[src/rtl/erase_sel_pkg.sv]
package erase_sel_pkg;
  typedef enum logic {
    REG_LO = 1'b0,
    REG_HI = 1'b1
  } reg_sel_e;

  localparam int unsigned DEF_REG_W   = 8;
  localparam int unsigned DEF_ADDR_W  = 32;
  localparam int unsigned DEF_LO_SIZE = 4096;
  localparam int unsigned DEF_HI_SIZE = 32768;
endpackage

[src/rtl/erase_sel_regs.sv]
module erase_sel_regs
  import erase_sel_pkg::*;
#(
  parameter int unsigned REG_W = DEF_REG_W
) (
  input  logic             clk_i,
  input  logic             rst_ni,
  input  logic             swe_i,
  input  logic             we_i,
  input  logic             addr_i,
  input  logic [REG_W-1:0] wdata_i,
  output logic [REG_W-1:0] lo_o,
  output logic [REG_W-1:0] hi_o
);
  logic [REG_W-1:0]   lo_q, hi_q, lo_nx, hi_nx;
  logic [2*REG_W-1:0] merged;
  logic               multi;

  // candidate contents: written register replaced, other kept
  always_comb begin
    lo_nx = lo_q;
    hi_nx = hi_q;
    if (reg_sel_e'(addr_i) == REG_HI) hi_nx = wdata_i;
    else                              lo_nx = wdata_i;
    merged = {hi_nx, lo_nx};
    multi  = ($countones(merged) > 1);
  end

  always_ff @(posedge clk_i or negedge rst_ni) begin
    if (!rst_ni) begin
      lo_q <= '0;
      hi_q <= '0;
    end else if (!swe_i) begin
      lo_q <= '0;
      hi_q <= '0;
    end else if (we_i) begin
      if (multi) begin
        lo_q <= '0;
        hi_q <= '0;
      end else begin
        lo_q <= lo_nx;
        hi_q <= hi_nx;
      end
    end
  end

  assign lo_o = lo_q;
  assign hi_o = hi_q;
endmodule

[src/rtl/erase_sel_encode.sv]
module erase_sel_encode #(
  parameter int unsigned N     = 16,
  parameter int unsigned IDX_W = $clog2(N)
) (
  input  logic [N-1:0]     sel_i,
  output logic [IDX_W-1:0] idx_o,
  output logic             valid_o
);
  logic [IDX_W-1:0] idx_or;

  always_comb begin
    idx_or = '0;
    for (int i = 0; i < N; i++) begin
      if (sel_i[i]) idx_or = idx_or | IDX_W'(i);
    end
  end

  assign valid_o = ($countones(sel_i) == 1);
  assign idx_o   = valid_o ? idx_or : '0;
endmodule

[src/rtl/erase_sel_geom.sv]
module erase_sel_geom #(
  parameter int unsigned                  REG_W       = 8,
  parameter int unsigned                  ADDR_W      = 32,
  parameter int unsigned                  LO_SIZE     = 4096,
  parameter logic [REG_W*ADDR_W-1:0]      HI_SIZE_TBL = {REG_W{ADDR_W'(32768)}},
  parameter int unsigned                  IDX_W       = $clog2(2*REG_W)
) (
  input  logic [IDX_W-1:0]  idx_i,
  input  logic              valid_i,
  output logic [ADDR_W-1:0] base_o,
  output logic [ADDR_W-1:0] size_o
);
  localparam int unsigned NBLK = 2 * REG_W;

  logic [ADDR_W-1:0] acc, sz, base_c, size_c;

  // walk blocks in order, accumulating sizes into the base
  always_comb begin
    acc    = '0;
    base_c = '0;
    size_c = '0;
    for (int b = 0; b < NBLK; b++) begin
      if (b < REG_W) sz = ADDR_W'(LO_SIZE);
      else           sz = HI_SIZE_TBL[(b-REG_W)*ADDR_W +: ADDR_W];
      if (idx_i == IDX_W'(b)) begin
        base_c = acc;
        size_c = sz;
      end
      acc = acc + sz;
    end
  end

  assign base_o = valid_i ? base_c : '0;
  assign size_o = valid_i ? size_c : '0;
endmodule

[src/rtl/erase_blk_sel.sv]
module erase_blk_sel
  import erase_sel_pkg::*;
#(
  parameter int unsigned             REG_W       = DEF_REG_W,
  parameter int unsigned             ADDR_W      = DEF_ADDR_W,
  parameter int unsigned             LO_SIZE     = DEF_LO_SIZE,
  parameter logic [REG_W*ADDR_W-1:0] HI_SIZE_TBL = {REG_W{ADDR_W'(DEF_HI_SIZE)}},
  localparam int unsigned            NBLK        = 2 * REG_W,
  localparam int unsigned            IDX_W       = $clog2(NBLK)
) (
  input  logic              clk_i,
  input  logic              rst_ni,
  input  logic              swe_i,
  input  logic              we_i,
  input  logic              addr_i,
  input  logic [REG_W-1:0]  wdata_i,
  output logic [REG_W-1:0]  rdata_o,
  output logic [NBLK-1:0]   sel_o,
  output logic [IDX_W-1:0]  idx_o,
  output logic              valid_o,
  output logic [ADDR_W-1:0] base_o,
  output logic [ADDR_W-1:0] size_o
);
  logic [REG_W-1:0] lo, hi;

  erase_sel_regs #(.REG_W(REG_W)) u_regs (
    .clk_i   (clk_i),
    .rst_ni  (rst_ni),
    .swe_i   (swe_i),
    .we_i    (we_i),
    .addr_i  (addr_i),
    .wdata_i (wdata_i),
    .lo_o    (lo),
    .hi_o    (hi)
  );

  assign sel_o   = {hi, lo};
  assign rdata_o = (reg_sel_e'(addr_i) == REG_HI) ? hi : lo;

  erase_sel_encode #(.N(NBLK), .IDX_W(IDX_W)) u_enc (
    .sel_i   (sel_o),
    .idx_o   (idx_o),
    .valid_o (valid_o)
  );

  erase_sel_geom #(
    .REG_W       (REG_W),
    .ADDR_W      (ADDR_W),
    .LO_SIZE     (LO_SIZE),
    .HI_SIZE_TBL (HI_SIZE_TBL),
    .IDX_W       (IDX_W)
  ) u_geom (
    .idx_i   (idx_o),
    .valid_i (valid_o),
    .base_o  (base_o),
    .size_o  (size_o)
  );
endmodule

[config.mk]
export PLATFORM = sky130hd
export DESIGN_NAME = erase_blk_sel
export DESIGN_NICKNAME = d
export VERILOG_FILES = /design/src/rtl/erase_sel_pkg.sv /design/src/rtl/erase_sel_regs.sv /design/src/rtl/erase_sel_encode.sv /design/src/rtl/erase_sel_geom.sv /design/src/rtl/erase_blk_sel.sv
export SDC_FILE = /design/constraint.sdc
export NUM_CORES = 1
export LEC_CHECK = 0
export ABC_CLOCK_PERIOD_IN_PS = 7300
export BUFFER_PORTS_ARGS = -buffer_cell sky130_fd_sc_hd__buf_2
export CAP_MARGIN = 20
export CELL_PAD_IN_SITES_DETAIL_PLACEMENT = 2
export CELL_PAD_IN_SITES_GLOBAL_PLACEMENT = 2
export CORE_MARGIN = 4
export CORE_UTILIZATION = 27
export DETAILED_ROUTE_END_ITERATION = 16
export GPL_TIMING_DRIVEN = 0
export PLACE_DENSITY = 0.78
export SLEW_MARGIN = 20
export SYNTH_ARGS = -nofsm -noshare
export SYNTH_HDL_FRONTEND = slang
export SYNTH_SLANG_ARGS = --single-unit
[constraint.sdc]
create_clock -name clk_i -period 7.3 [get_ports clk_i]
set_input_delay 1.46 -clock clk_i [delete_from_list [all_inputs] [get_ports clk_i]]
set_output_delay 1.46 -clock clk_i [all_outputs]
set_load 0.05 [all_outputs]
==> results of run 1 <==
==> area by class of cell <==
| cell class | instances | area share, % |
|---|---|---|
| inverter | 62 | 7.396 |
| buffer | 61 | 13.92 |
| timing repair buffer | 49 | 7.793 |
| tap | 108 | 4.294 |
| clock buffer | 4 | 1.750 |
| sequential | 16 | 12.72 |
| multi-input combinational | 210 | 52.13 |
==> cell usage after synthesis <==
cell type  instances
a21boi_0           1
a21oi_1            2
a21oi_4            1
a31o_2             1
and2_1             1
and3_1             2
and4_1             1
buf_2              2
buf_4             55
clkbuf_1           4
conb_1             1
dfrtp_1           16
fa_1              22
ha_1              29
inv_1             62
mux2_2             4
mux2i_1           14
nand2_1           28
nand2_4            1
nand3_1            3
nand3_2            1
nor2_1             9
nor2b_1            1
nor3_1             5
nor3_2             1
nor4_1             4
o211ai_1           1
o21a_1             1
o21ai_0           18
o21ai_1            3
or4b_4             1
==> metrics by stage <==
step / worst slack, ns / std cells / cell area [µm²] / hold WS, ns
after floorplan: 0.2562 / 349 / 2711 / 0.7820
after global placement: 0.9769 / 506 / 3092 / 0.5537
after detailed placement: 0.7981 / 506 / 3092 / 0.5738
after CTS: 0.6101 / 510 / 3147 / 0.6170
after global routing: 0.4169 / 510 / 3147 / 0.6430
final: 0.6730 / 510 / 3147 / 0.6112
==> per-layer routing <==
metal	GRT usage, %	routed length [µm]	vias to the layer above	share of wire (%)
met1	14.44	2718	1070	38
met4	3.419	86	0	1.2
met5	0	0	-	0
li1	-	-	1022	-
met3	0.6828	190	7	2.7
met2	27.68	4163	48	58
==> state kept, by name, indices dropped and copies added (netlist names) <==
name and count:
u_regs.hi_o 8, u_regs.lo_o 8
==> worst max-delay path: cells and delay by family, from the launching register on <==
family | cells | cell delay, ns
adder cells (fa/ha/maj) | 7 | 2.93
AND/OR/NAND/NOR | 3 | 0.88
flip-flops | 1 | 0.52
buffers and inverters | 3 | 0.40
AO/OA/AOI/OAI | 1 | 0.17
==> final timing paths <==
path	start	to	slack, ns	cells past startpoint
max in group asynchronous	rst_ni	u_regs.hi_o[6]	5.91	1
max reg2reg	u_regs.hi_o[7]	u_regs.hi_o[0]	2.12	15
max	u_regs.hi_o[7]	base_o[17]	0.67	14
min	u_regs.lo_o[0]	u_regs.lo_o[0]	0.61	2
min in group asynchronous	rst_ni	u_regs.hi_o[3]	1.12	1
min reg2reg	u_regs.lo_o[0]	u_regs.lo_o[0]	0.61	2
==> cell usage in the layout (no fill, tap or decap), drive strengths merged, types with 2 or more instances in the layout <==
master	Yosys	routed
clkbuf	4	8
inv	62	62
and3	2	2
buf	57	106
nand3	4	4
nor2	9	9
fa	22	22
dfrtp	16	16
nor3	6	6
conb	1	55
ha	29	29
a21oi	3	3
nor4	4	4
nand2	29	29
mux2	4	4
mux2i	14	14
o21ai	21	21
==> cells by family after synthesis <==
family	share of synthesized area, %
other cells	0.1495
simple gates	11.27
fa+ha+maj	32.02
compound gates	6.484
mux	7.381
flops	15.96
buf+inv	26.73
==> run_results.csv, run 1 <==
group,metric,value,unit
sta,setup_violations,0,
critical_path,cp_cell_sequence,"ha_1 -> inv_1 -> fa_1 -> fa_1 -> fa_1 -> inv_1 -> fa_1 -> ha_1 -> fa_1 -> or4b_4 -> a21oi_4 -> nand3_2 -> nor3_2 -> buf_2",
place,gp_congestion,0.7681,
sta,tns,0,ns
critical_path,critPathMostFrequentCell,"fa_1",
floorplan,ios,106,
sta,timing.final.crit_share,90.78,%
critical_path,crit_slowest_cell,"fa_1",
floorplan,start_util,28.22,%
final_layout,fillerInstances,1069,
floorplan,dieArea,10900,µm²
final_layout,diodes,0,
critical_path,cp-end-kind,"output port",
critical_path,critPathMaxStageDelay,0.54,ns
synth,synthCells,295,
clock_network,clk_latency,0.25,ns
final_layout,seq_area,400.4,µm²
place,portBuffers,49,
clock_network,ctsHoldBuffers,0,
floorplan,fp.dieW,104.4,µm
global_route,grt_overflow_total,0,
drt,wl_per_cell,14.04,µm
sta,finalMaxSlewViolations,0,
synth,synth.avg_cell_area,8.504,µm²
sta,fmax,150.9,MHz
clock_network,cts_tree,"built",
worst_hold_path,hp-class,"register to register",
sta,finClkSkew,0.004444,ns
drt,drtPass1Iterations,4,
critical_path,critical_path_class,"register to output port",
clock_network,cts_buffer_depth,2,
synth,synth_area_leader_cell,"fa_1",
final_layout,synthToLayoutAreaGrowth,25.44,%
clock_network,clk_pin_slew,0.07,ns
sta,hold_viol,0,
final_layout,multiInputGateArea,1640,µm²
flow_run,maxCapViolCount,0,
clock_network,htree_levels,1,
drt,vias,2147,
synth,yosysTopAreaCellShare,17.56,%
critical_path,crit_required,5.84,ns
final_layout,nNetsFinal,467,
drt,wirelength,7159,µm
floorplan,coreArea,8891,µm²
clock_network,clock_sinks,16,
clock_network,cts_setup_buffers,0,
floorplan,row_count,34,
synth,synth_seq_cells,16,
sta,period_needed,6.627,ns
outcome,status,"completed",
clock_network,ctsResizeCount,0,
place,hpwl,6379,µm
sta,rsz0062_at_grt,"false",
synth,ys_seq_area_share,15.96,%
critical_path,start_kind,"register",
synth,syn-cell-area,2509,µm²
drt,drc,0,
global_route,antenna_found_initial,0,
critical_path,cp_data_arrival_time,5.17,ns
clock_network,cts-buffers-inserted,3,
floorplan,die_h,104.4,µm
final_layout,drive_gt1_share,29.85,%
drt,viasPerCell,4.210,
drt,antenna_left,0,
critical_path,path_max_fanout,8,
synth,synth_area_leaders,"fa_1 (18%), buf_4 (16%), dfrtp_1 (16%), ha_1 (14%), inv_1 (9.3%)",
global_route,grt_pass1_wl,12080,µm
synth,synth_cell_type_count,31,
global_route,grt_max_degree,17,
final_layout,fin_util,35.39,%
global_route,grtUsageTotal,13.38,%
clock_network,cts_root_buf,"clkbuf_8",
synth,yosysWarnings,0,
global_route,grt_pass1_vias,2437,
drt,drt_iter0_drc,65,
Power of run 1 is not shown: default switching activity piles up to over one toggle a cycle in this logic, so the estimate is an artifact.
==> run 2: changes to the inputs <==
ABC_CLOCK_PERIOD_IN_PS = 7250   (was 7300)
RECOVER_POWER = 50   (was not set)
clock period = 7.25 ns   (was 7.3 ns; I/O delays follow)
==> run 2 against run 1 <==
Effect of this change:
- via count shrank 0.47%
- first-iteration DRC count is the same
- utilization is 0.28 points lower
- cell count stayed put
- global-route usage is the same
- non-clock buffer count is the same
- worst hold slack worse by 0.0063 ns
- critical path depth unchanged
- count of clock-buffer cells in the layout is the same
- worst setup slack worse by 0.047 ns
- cell area shrank 0.80%
==> run_results.csv, run 2 (synthesis results as in run 1) <==
group,metric,value,unit
final_layout,synthToLayoutAreaGrowth,24.44,%
critical_path,crit_required,5.80,ns
clock_network,clock_sinks,16,
clock_network,cts_buffer_depth,2,
sta,timing.final.crit_share,91.37,%
global_route,gr-usage-met3,0.6828,%
final_layout,mostFrequentLayoutCell,"inv_1",
place,placed_cell_area,3092,µm²
worst_hold_path,hold_depth,2,
floorplan,ios,106,
global_route,antenna_found_initial,0,
final_layout,final_cell_mix,"inv_1 (62), buf_4 (55), conb_1 (55)",
floorplan,coreArea,8891,µm²
drt,drt_iter0_drc,65,
drt,drc,0,
global_route,use_met2,27.68,%
sta,fmax,151.0,MHz
final_layout,final_area,3122,µm²
critical_path,path_max_fanout,8,
final_layout,nNetsFinal,467,
critical_path,cp_data_arrival_time,5.17,ns
floorplan,start_util,28.22,%
floorplan,die_h,104.4,µm
critical_path,r2r_cells,15,
floorplan,row_count,34,
clock_network,ctsResizeCount,0,
floorplan,fp.dieW,104.4,µm
flow_run,maxCapViolCount,0,
sta,period_needed,6.624,ns
place,hpwl,6379,µm
global_route,grt_max_degree,17,
sta,tns,0,ns
final_layout,drive_gt1_share,24.88,%
worst_hold_path,hp-class,"register to register",
critical_path,r2r_slack,2.07,ns
clock_network,cts_tree,"built",
clock_network,clk_latency,0.25,ns
sta,relSlewSlack,39.53,%
critical_path,start_kind,"register",
sta,hold_viol,0,
global_route,busiest_layer,"met2",
clock_network,clk_pin_slew,0.07,ns
global_route,grt_pass1_vias,2437,
drt,viasPerCell,4.190,
global_route,grt_overflow_total,0,
critical_path,regToRegEndpoint,"u_regs.hi_o[0]",
floorplan,dieArea,10900,µm²
sta,finalMaxSlewViolations,0,
clock_network,cts_root_buf,"clkbuf_8",
clock_network,cts-buffers-inserted,3,
clock_network,cts_setup_buffers,0,
clock_network,htree_levels,1,
drt,antenna_left,0,
worst_hold_path,hp-start,"u_regs.lo_o[2]",
drt,wirelength,7178,µm
critical_path,critical_path_class,"register to output port",
sta,rsz0062_at_grt,"false",
global_route,use_met1,14.44,%
sta,finClkSkew,0.004282,ns
global_route,grt_pass1_wl,12080,µm
sta,setup_violations,0,
global_route,grtUsageTotal,13.38,%
final_layout,diodes,0,
place,portBuffers,49,
drt,wl_per_cell,14.07,µm
place,gp_congestion,0.7681,
final_layout,fin_util,35.11,%
critical_path,reg2reg_from,"u_regs.hi_o[7]",
drt,drtPass1Iterations,4,
outcome,status,"completed",
worst_hold_path,min_to,"u_regs.lo_o[2]",
clock_network,ctsHoldBuffers,0,
final_layout,instances_no_fill,510,
place,numPlacedInstances,506,
sta,worstMarginPinSlew,0.9071,ns
drt,vias,2137,
critical_path,cp-end-kind,"output port",
-- run 2: final cells by class --
class | count | area [µm²]
timing repair buffer | 49 | 220.2
buffer | 61 | 437.9
fill | 1079 | 5769
tap | 108 | 135.1
multi-input combinational | 210 | 1640
inverter | 62 | 232.7
sequential | 16 | 400.4
clock buffer | 4 | 55.05
-- run 2: how the worst max path moves through the flow --
stage | start | to | slack, ns | cells after the start
4_1_cts | u_regs.hi_o[1] | base_o[17] | 0.57 | 15
5_1_grt | u_regs.hi_o[1] | base_o[17] | 0.38 | 15
2_1_floorplan | u_regs.hi_o[7] | base_o[12] | 0.22 | 13
6_report | u_regs.hi_o[7] | base_o[17] | 0.63 | 14
3_3_place_gp | addr_i | u_regs.hi_o[2] | 0.94 | 16
3_5_place_dp | addr_i | u_regs.hi_o[3] | 0.76 | 16
-- run 2: worst max-delay path: stages (launching register included) --
cell,delay [ns]
dfrtp_1,0.53
ha_1,0.22
inv_1,0.06
fa_1,0.50
fa_1,0.52
fa_1,0.54
inv_1,0.06
fa_1,0.47
ha_1,0.24
fa_1,0.45
or4b_4,0.54
a21oi_4,0.17
nand3_2,0.15
nor3_2,0.19
buf_2,0.28
-- run 2: metal layers --
layer | vias up | part of all wire (%)
met2 | 47 | 58
met3 | 4 | 2.6
met5 | - | 0
met4 | 0 | 0.86
li1 | 1023 | -
met1 | 1063 | 38
-- run 2: stage by stage --
stage | setup slack [ns] | hold WS, ns
2_1_floorplan | 0.2162 | 0.7820
3_3_place_gp | 0.9369 | 0.5537
3_5_place_dp | 0.7581 | 0.5738
4_1_cts | 0.5701 | 0.6170
5_1_grt | 0.3833 | 0.6471
6_report | 0.6258 | 0.6049
Power of run 2 is left out for the same reason.
==> run 3: changes to the inputs <==
PLACE_DENSITY = 0.89   (was 0.78)
==> run 3 against run 2 <==
Effect of this change:
- register-to-register slack got worse by 0.16 ns
- sequential cell count unchanged
- count of clock-buffer cells in the layout is the same
- highest routed layer unchanged
==> run_results.csv, run 3 (synthesis results as in run 1) <==
group,metric,value,unit
outcome,status,"completed",
floorplan,die_h,104.4,µm
clock_network,clk_pin_slew,0.06,ns
sta,hold_viol,0,
critical_path,critPathMostFrequentCell,"fa_1",
sta,relSlewSlack,37.84,%
drt,drc,0,
sta,timing.final.crit_share,93.29,%
floorplan,fp.dieW,104.4,µm
final_layout,mostFrequentLayoutCell,"inv_1",
drt,vias,2153,
final_layout,drive_gt1_share,24.88,%
place,hpwl,6915,µm
clock_network,clock_sinks,16,
final_layout,synthToLayoutAreaGrowth,24.54,%
clock_network,htree_levels,1,
sta,worstMarginPinSlew,0.9324,ns
sta,rsz0062_at_grt,"false",
critical_path,critical_path_class,"register to output port",
flow_run,maxCapViolCount,0,
final_layout,nNetsFinal,467,
drt,drtPass1Iterations,4,
place,portBuffers,49,
global_route,grt_max_degree,17,
final_layout,final_cell_mix,"inv_1 (62), buf_4 (55), conb_1 (55)",
floorplan,coreArea,8891,µm²
sta,finalMaxSlewViolations,0,
global_route,grt_pass1_vias,2493,
clock_network,cts_buffer_depth,2,
clock_network,ctsResizeCount,0,
drt,antenna_left,0,
sta,postLayoutSetupSlackWorst,0.4862,ns
sta,finClkSkew,0.006884,ns
floorplan,start_util,28.22,%
critical_path,path_max_fanout,8,
critical_path,start_kind,"register",
clock_network,cts_setup_buffers,0,
place,gp_congestion,0.7766,
drt,viasPerCell,4.213,
clock_network,clk_latency,0.26,ns
sta,period_needed,6.764,ns
floorplan,row_count,34,
sta,setup_violations,0,
critical_path,cp-end-kind,"output port",
worst_hold_path,hp-class,"register to register",
global_route,grtUsageTotal,14.13,%
clock_network,cts-buffers-inserted,3,
floorplan,ios,106,
place,post-place-ws,0.6593,ns
clock_network,ctsHoldBuffers,0,
global_route,antenna_found_initial,0,
sta,whs,0.5943,ns
drt,wl_per_cell,14.99,µm
global_route,grt_pass1_wl,12680,µm
drt,drt_iter0_drc,79,
clock_network,cts_root_buf,"clkbuf_8",
global_route,grt_overflow_total,0,
clock_network,cts_tree,"built",
drt,wirelength,7658,µm
critical_path,critPathMaxStageDelay,0.57,ns
floorplan,dieArea,10900,µm²
sta,fmax,147.8,MHz
sta,tns,0,ns
critical_path,crit_required,5.80,ns
critical_path,crit_slowest_cell,"fa_1",
critical_path,cp_data_arrival_time,5.31,ns
critical_path,cp_cell_sequence,"ha_1 -> inv_1 -> fa_1 -> fa_1 -> fa_1 -> inv_1 -> fa_1 -> ha_1 -> fa_1 -> or4b_4 -> a21oi_4 -> nand3_2 -> nor3_2 -> buf_2",
==> run 3: worst max-delay path, delay by kind of cell, from the launching register on <==
family	cells	cell delay, ns
flip-flops	1	0.54
adder cells (fa/ha/maj)	7	3.02
AO/OA/AOI/OAI	1	0.18
AND/OR/NAND/NOR	3	0.91
buffers and inverters	3	0.42
==> run 3: final timing paths <==
kind                                      from        endpoint  slack [ns]  cells past startpoint
min in group asynchronous               rst_ni  u_regs.lo_o[5]        1.30                      1
worst min register to register  u_regs.hi_o[0]  u_regs.hi_o[0]        0.59                      2
max in group asynchronous               rst_ni  u_regs.lo_o[7]        5.37                      1
worst min-delay path            u_regs.hi_o[0]  u_regs.hi_o[0]        0.59                      2
worst max register to register  u_regs.hi_o[1]  u_regs.lo_o[5]        1.91                     15
worst max-delay path            u_regs.hi_o[7]      base_o[17]        0.49                     14
==> run 3: layout make-up <==
cell class	instances	area [µm²]
Tap cell	108	135.1
Antenna cell	1	2.502
Clock buffer	4	55.05
Buffer	61	437.9
Fill cell	1075	5767
Multi-Input combinational cell	210	1640
Sequential cell	16	400.4
Timing Repair Buffer	49	220.2
Inverter	62	232.7
==> run 3: per-layer routing <==
metal / track usage [%] / part of all wire [%] / wire length, µm
met5: 0 / 0 / 0
met4: 3.704 / 1.7 / 128
met3: 1.490 / 3.4 / 257
met2: 29.15 / 58 / 4469
met1: 14.81 / 37 / 2801
==> run 3: per-stage QoR <==
stage	instance area (µm²)	utilization (%)	instances
floorplan	2711	-	349
detailed placement	3092	34.77	506
global route	3122	35.11	510
finish	3124	35.14	511
global placement	3092	34.77	506
CTS	3147	35.39	510
Power of run 3 is left out for the same reason.
